<file path="src/rtl/merged_irq_pkg.sv">
package merged_irq_pkg;
  localparam int NUM_SRC = 3;
  localparam int SRC_LINK = 0;
  localparam int SRC_ROLL = 1;
  localparam int SRC_TX   = 2;

  typedef struct packed {
    logic [NUM_SRC-1:0] arm;  // current enable per source
    logic [NUM_SRC-1:0] ack;  // acknowledge strobe per source
  } irqCtl_t;
endpackage

</file>
<file path="src/rtl/mirq_ctrl.sv">
module mirq_ctrl
  import merged_irq_pkg::*;
(
  input  logic    clk,
  input  logic    rstN,
  input  logic    cntReadStrobe,
  input  logic    ctrlWrite,
  input  logic    ctrlLinkEnIn,
  input  logic    ctrlRollEnIn,
  input  logic    ctrlTxErrEnIn,
  input  logic    cfgWrite,
  input  logic    cfgTxEnIn,
  output irqCtl_t ctl
);
  logic [NUM_SRC-1:0] enQ;
  logic [NUM_SRC-1:0] wrVal;
  logic [NUM_SRC-1:0] disableStb;

  always_comb begin
    wrVal = '0;
    wrVal[SRC_LINK] = ctrlLinkEnIn;
    wrVal[SRC_ROLL] = ctrlRollEnIn;
    wrVal[SRC_TX]   = ctrlTxErrEnIn;
  end

  always_ff @(posedge clk or negedge rstN) begin
    if (!rstN) enQ <= '0;
    else if (ctrlWrite) enQ <= wrVal;
  end

  assign disableStb = {NUM_SRC{ctrlWrite}} & ~wrVal;

  always_comb begin
    ctl.arm = enQ;
    ctl.ack = disableStb;
    ctl.ack[SRC_ROLL] = disableStb[SRC_ROLL] | cntReadStrobe;
    ctl.ack[SRC_TX]   = disableStb[SRC_TX] | (cfgWrite & cfgTxEnIn);
  end
endmodule

</file>
<file path="src/rtl/mirq_datapath.sv">
module mirq_datapath
  import merged_irq_pkg::*;
#(
  parameter int SYNC_STAGES = 2
)(
  input  logic               clk,
  input  logic               rstN,
  input  logic               linkOkAsync,
  input  logic               rollPulse,
  input  logic               txEnable,
  input  logic               txSuccess,
  input  irqCtl_t            ctl,
  output logic [NUM_SRC-1:0] pendVec,
  output logic               linkEdge,
  output logic               summaryIrq
);
  localparam int LAST = SYNC_STAGES - 1;

  logic [SYNC_STAGES-1:0] syncQ;
  logic                   linkPrevQ;
  logic                   txPrevQ;
  logic [NUM_SRC-1:0]     evtVec;

  always_ff @(posedge clk or negedge rstN) begin
    if (!rstN) begin
      syncQ     <= '0;
      linkPrevQ <= 1'b0;
    end else begin
      syncQ     <= {syncQ[LAST-1:0], linkOkAsync};
      linkPrevQ <= syncQ[LAST];
    end
  end

  // previous transmit-enable level, tracked in and out of reset
  always_ff @(posedge clk) txPrevQ <= txEnable;

  assign linkEdge = syncQ[LAST] ^ linkPrevQ;

  always_comb begin
    evtVec = '0;
    evtVec[SRC_LINK] = linkEdge;
    evtVec[SRC_ROLL] = rollPulse;
    evtVec[SRC_TX]   = txPrevQ & ~txEnable & ~txSuccess;
  end

  for (genvar i = 0; i < NUM_SRC; i++) begin : gSrc
    logic setStb;
    assign setStb = evtVec[i] & ctl.arm[i];
    always_ff @(posedge clk or negedge rstN) begin
      if (!rstN)           pendVec[i] <= 1'b0;
      else if (setStb)     pendVec[i] <= 1'b1;
      else if (ctl.ack[i]) pendVec[i] <= 1'b0;
    end
  end

  assign summaryIrq = |pendVec;
endmodule

</file>
<file path="src/rtl/merged_irq.sv">
module merged_irq
  import merged_irq_pkg::*;
#(
  parameter int SYNC_STAGES = 2
)(
  input  logic clk,
  input  logic rstN,
  input  logic linkOkAsync,
  input  logic rollPulse,
  input  logic txEnable,
  input  logic txSuccess,
  input  logic cntReadStrobe,
  input  logic ctrlWrite,
  input  logic ctrlLinkEnIn,
  input  logic ctrlRollEnIn,
  input  logic ctrlTxErrEnIn,
  input  logic cfgWrite,
  input  logic cfgTxEnIn,
  output logic summaryIrq
);
  irqCtl_t            ctl;
  logic [NUM_SRC-1:0] pendVec;
  logic [NUM_SRC-1:0] armVec;
  logic               linkEdge;

  mirq_ctrl uCtrl (
    .clk(clk), .rstN(rstN), .cntReadStrobe(cntReadStrobe),
    .ctrlWrite(ctrlWrite), .ctrlLinkEnIn(ctrlLinkEnIn),
    .ctrlRollEnIn(ctrlRollEnIn), .ctrlTxErrEnIn(ctrlTxErrEnIn),
    .cfgWrite(cfgWrite), .cfgTxEnIn(cfgTxEnIn), .ctl(ctl)
  );

  mirq_datapath #(.SYNC_STAGES(SYNC_STAGES)) uDp (
    .clk(clk), .rstN(rstN), .linkOkAsync(linkOkAsync),
    .rollPulse(rollPulse), .txEnable(txEnable), .txSuccess(txSuccess),
    .ctl(ctl), .pendVec(pendVec), .linkEdge(linkEdge),
    .summaryIrq(summaryIrq)
  );

  assign armVec = ctl.arm;
endmodule

</file>
<file path="config.mk">
export PLATFORM = sky130hd
export DESIGN_NAME = merged_irq
export DESIGN_NICKNAME = d
export VERILOG_FILES = /design/src/rtl/merged_irq_pkg.sv /design/src/rtl/mirq_ctrl.sv /design/src/rtl/mirq_datapath.sv /design/src/rtl/merged_irq.sv
export SDC_FILE = /design/constraint.sdc
export NUM_CORES = 1
export LEC_CHECK = 0
export CAP_MARGIN = 20
export CORE_AREA = 2 2 39 41
export DETAILED_ROUTE_END_ITERATION = 16
export DIE_AREA = 0 0 41 43
export GPL_TIMING_DRIVEN = 1
export PLACE_DENSITY_LB_ADDON = 0.25
export SLEW_MARGIN = 15
export SYNTH_ARGS = -nofsm -noshare
export SYNTH_HDL_FRONTEND = slang
export SYNTH_SLANG_ARGS = --single-unit
</file>
<file path="constraint.sdc">
create_clock -name clk -period 1.47 [get_ports clk]
set_clock_uncertainty 0.15 [all_clocks]
set_input_delay 0.147 -clock clk [delete_from_list [all_inputs] [get_ports clk]]
set_output_delay 0.147 -clock clk [all_outputs]
set_load 0.1 [all_outputs]
</file>
After elaboration in Yosys (flattened, before gate mapping) --
Index checks and enable logic that the tools add are counted.
Word-level totals: flip-flop bits (word level) 10, memories 0, logic and storage cells 30, bits of input ports 13, latch bits 0, bits in read-only memories 0, bits in writable memories 0
Operators by class: muxes and demuxes 6, divide/modulo/power cells 0, magnitude comparators 0, reduce and logical (&&, ||, !) cells 4, eq/ne operators 0, add/subtract/negate cells 0, shift operators 0, multipliers 0, bitwise gates (word level) 13
Operators by type and width (number):
- 1-bit AND | 6
- 1-bit two-way mux | 6
- 2-bit nonzero test | 3
- 3-bit AND | 1
- 3-bit inverter | 1
- 3-bit OR reduction | 1
- 1-bit inverter | 2
- 1-bit bitwise OR | 2
- 1-bit bitwise XOR | 1

Depth between registers and ports, before layout --
word-level depth 5, gate-level depth with buffers 2, mapped depth without buffers 2

Hierarchy --
From an unflattened synthesis, not the netlist that was laid out.
Second synthesis, totals: cell total of the unflattened synthesis 28, area, all modules 362.8 um^2
By module, submodules not included:
- mirq_datapath | area an instance 230.2 um^2, cells an instance 17, seq. area each 170.2 um^2, times used 1
- mirq_ctrl | area an instance 132.6 um^2, cells an instance 11, seq. area each 75.1 um^2, times used 1

Worst setup path before layout --
Ideal clock, no wire load.
path type register to output, start register uDp.pendVec[1], end output port summaryIrq, required time 1.173 ns, path slack 0.060 ns, path buffers 0, data arrival time 1.113 ns, cell stages (with the launch flop) 2, path through dfrtp_1 > or3_1
Between the ends: longest elaborated chain between the ends 1
RTL lines:
- start: declaration | RTL line mirq_datapath.sv:13 | output logic [NUM_SRC-1:0] pendVec,
- start signal: indexed assignment | RTL line mirq_datapath.sv:50 | if (!rstN) pendVec[i] <= 1'b0;
- start signal: indexed assignment | RTL line mirq_datapath.sv:51 | else if (setStb) pendVec[i] <= 1'b1;
- start signal: indexed assignment | RTL line mirq_datapath.sv:52 | else if (ctl.ack[i]) pendVec[i] <= 1'b0;
- 3-bit OR reduction | RTL line mirq_datapath.sv:56 | assign summaryIrq = |pendVec;
- end: declaration | RTL line merged_irq.sv:19 | output logic summaryIrq
No other way between the ends.

Worst setup path after layout --
start register uDp.pendVec[0], end output port summaryIrq
The elaborated chain is that of the path after synthesis.

==> results.toml <==
[drt]
drtPass1Iterations = 4
drc = 0
drtIter0Drc = 3
totalWireLength_um = 680
antenna_left = 0
via_count = 239
routedWlPerCell_um = 11.7
vias_per_cell = 4.12

[finish]
nets = 56
drive_gt1_share_pct = 28.6
area_growth_pct = 58.0
insertedDiodeCount = 0
layout.cells.non_filler = 58

[place]
dp_hpwl_um = 549
placedCellCount = 53
gp_congestion = 0.681
portBuffers = 13

[synth]
ys_seq_area_share_pct = 68.1
synthAdderAreaFrac_pct = 0
syn_inst = 24
ys_warn_count = 0
ys_seq_elements = 10
syn_area_um2 = 360
synth-simple-area-share_pct = 11.5
syn-num-nets = 37
yosys-mux-area-fraction_pct = 9.37
synth.distinct_cells = 12
syn_avg_cell_area_um2 = 15.0
synth_xor_area_share_pct = 2.43
synth_top_family_by_area = "simple AND/OR/NAND/NOR gates"
synth_compound_area_share_pct = 7.64

[global_routing]
antenna_found_initial = 0
overflow = 0
grt_pass1_wl_um = 1120
grt_pass1_vias = 254
gr-usage-all-layers_pct = 10.2
grt_max_degree = 10

[clock_network]
clk_latency_ns = 0.26
clk_pin_slew_ns = 0.07
numCtsBuffers = 3
cts_tree = "done"
root_buffer = "clkbuf_4"
ctsHoldBuffers = 0
clock_sinks = 10
cts-htree-levels = 1
clockBufferDepth = 2

[status]
status = "complete, but fails checks"
violations = "setup timing"

[timing]
min_period_ns = 1.51
finalMaxSlewViolations = 0
slew_headroom_pct = 73.7
rsz0062_at_grt = "yes"
finalSetupViolCount = 1
final.period_utilization_pct = 103
fin_ws_ns = -0.0378
hold_viol = 0
fmax_mhz = 663
worstMarginPinSlew_ns = 0.393

[worst_setup_path]
critPathRequiredTime_ns = 1.17
arrival_ns = 1.21
critical_path_class = "reg -> out"
startpoint = "uDp.pendVec[0]"
r2r_start = "uCtrl.enQ[2]"
critPathCaptureType = "output pin"
critPathMaxFanout = 2
cp-start-kind = "flip-flop"

[floorplanning]
fp.dieH_um = 43
rows = 14
core_um2 = 1380
ios = 14
initial_core_util_pct = 26.0
die_x_um = 41
die_area_um2 = 1760

[power]
leakage_nw = 0.245
p_per_area_nw_per_um2 = 1210
ir_drop_mv = 0.556
finalPower_mw = 0.689

[hold_path]
min_path_type = "in -> async"

[flow_run]
drv_cap = 0
==> power by group <==
group	switching (mW)	internal [mW]	total (mW)
Combinational	0.0620	0.0763	0.138
Clock	0.0898	0.150	0.240
Sequential	0.0119	0.299	0.311
Total	0.164	0.525	0.689
==> flip-flops by register name, summed over array words and instances (netlist names) <==
signal / flops
uDp.txPrevQ: 1
uDp.syncQ: 2
uDp.linkPrevQ: 1
uCtrl.enQ: 3
uDp.pendVec: 3
==> cells in the mapped netlist <==
cell	instances	area [µm²]
nand2b_1	3	18.8
a32o_1	1	10.0
nand2_1	1	3.75
inv_1	1	3.75
dfxtp_1	1	20.0
a22o_1	1	8.76
xor2_1	1	8.76
dfrtp_1	9	225
or3_1	1	6.26
mux2_2	3	33.8
and4bb_2	1	12.5
a31o_2	1	8.76
==> layer usage <==
metal | GRT usage (%) | vias to the layer above | routed length (µm)
met3 | 7.85 | 0 | 63
met4 | 2.00 | 0 | 0
met2 | 15.6 | 11 | 374
met5 | 0 | - | 0
li1 | - | 119 | -
met1 | 10.8 | 109 | 242
==> worst paths after layout <==
check | end | slack [ns] | depth (start not counted)
setup / recovery | summaryIrq | -0.04 | 2
hold / removal | uDp.linkPrevQ | 0.02 | 1
setup reg to reg | uDp.pendVec[2] | 0.41 | 2
hold reg to reg | uDp.syncQ[1] | 0.20 | 0
max in group asynchronous | uCtrl.enQ[0] | 0.86 | 1
min in group clk | uDp.syncQ[0] | 0.18 | 1
==> cell usage in the layout (no fill, tap or decap), drive strengths merged <==
master and count:
a22o 1, a31o 1, a32o 1, and4bb 1, buf 2, clkbuf 4
clkdlybuf4s50 12, dfrtp 9, dfxtp 1, inv 1, mux2 3, nand2 1
nand2b 3, or3 1, xor2 1
==> metrics by stage <==
step	hold WS [ns]	TNS [ns]	area, µm²	setup slack, ns	utilization, %
final	0.0197	-0.0378	569	-0.0378	41.1
after global routing	0.0317	-0.0840	569	-0.0840	41.1
after CTS	0.0229	-0.0492	569	-0.0492	41.1
after detailed placement	0.188	0	520	0.0653	37.6
after global placement	0.194	0	520	0.105	37.6
after floorplan	-0.299	0	360	0.0602	-
==> cell families after synthesis <==
| group | Yosys count |
|---|---|
| AO/OA/AOI/OAI | 3 |
| XOR/XNOR | 1 |
| buffers and inverters | 1 |
| flip-flops | 10 |
| multiplexers | 3 |
| AND/OR/NAND/NOR | 6 |
==> timing repair <==
| item | CTS | global route |
|---|---|---|
| pin swaps | 0 | 1 |
| gates resized for setup | 1 | 0 |
| buffers inserted | 1 | 0 |
| setup endpoints to repair | 1 | 1 |
==> final cells by class <==
cell class | instances | area [µm²]
timing repair buffer | 14 | 148
sequential | 10 | 245
inverter | 1 | 3.75
tap | 16 | 20.0
clock buffer | 4 | 36.3
multi-input combinational | 13 | 116
fill | 133 | 815
==> critical path, stage by stage, from the launching register on <==
cell	delay [ns]
dfrtp_1	0.38
or3_4	0.40
buf_12	0.17
(Power assumes the default switching activity.)
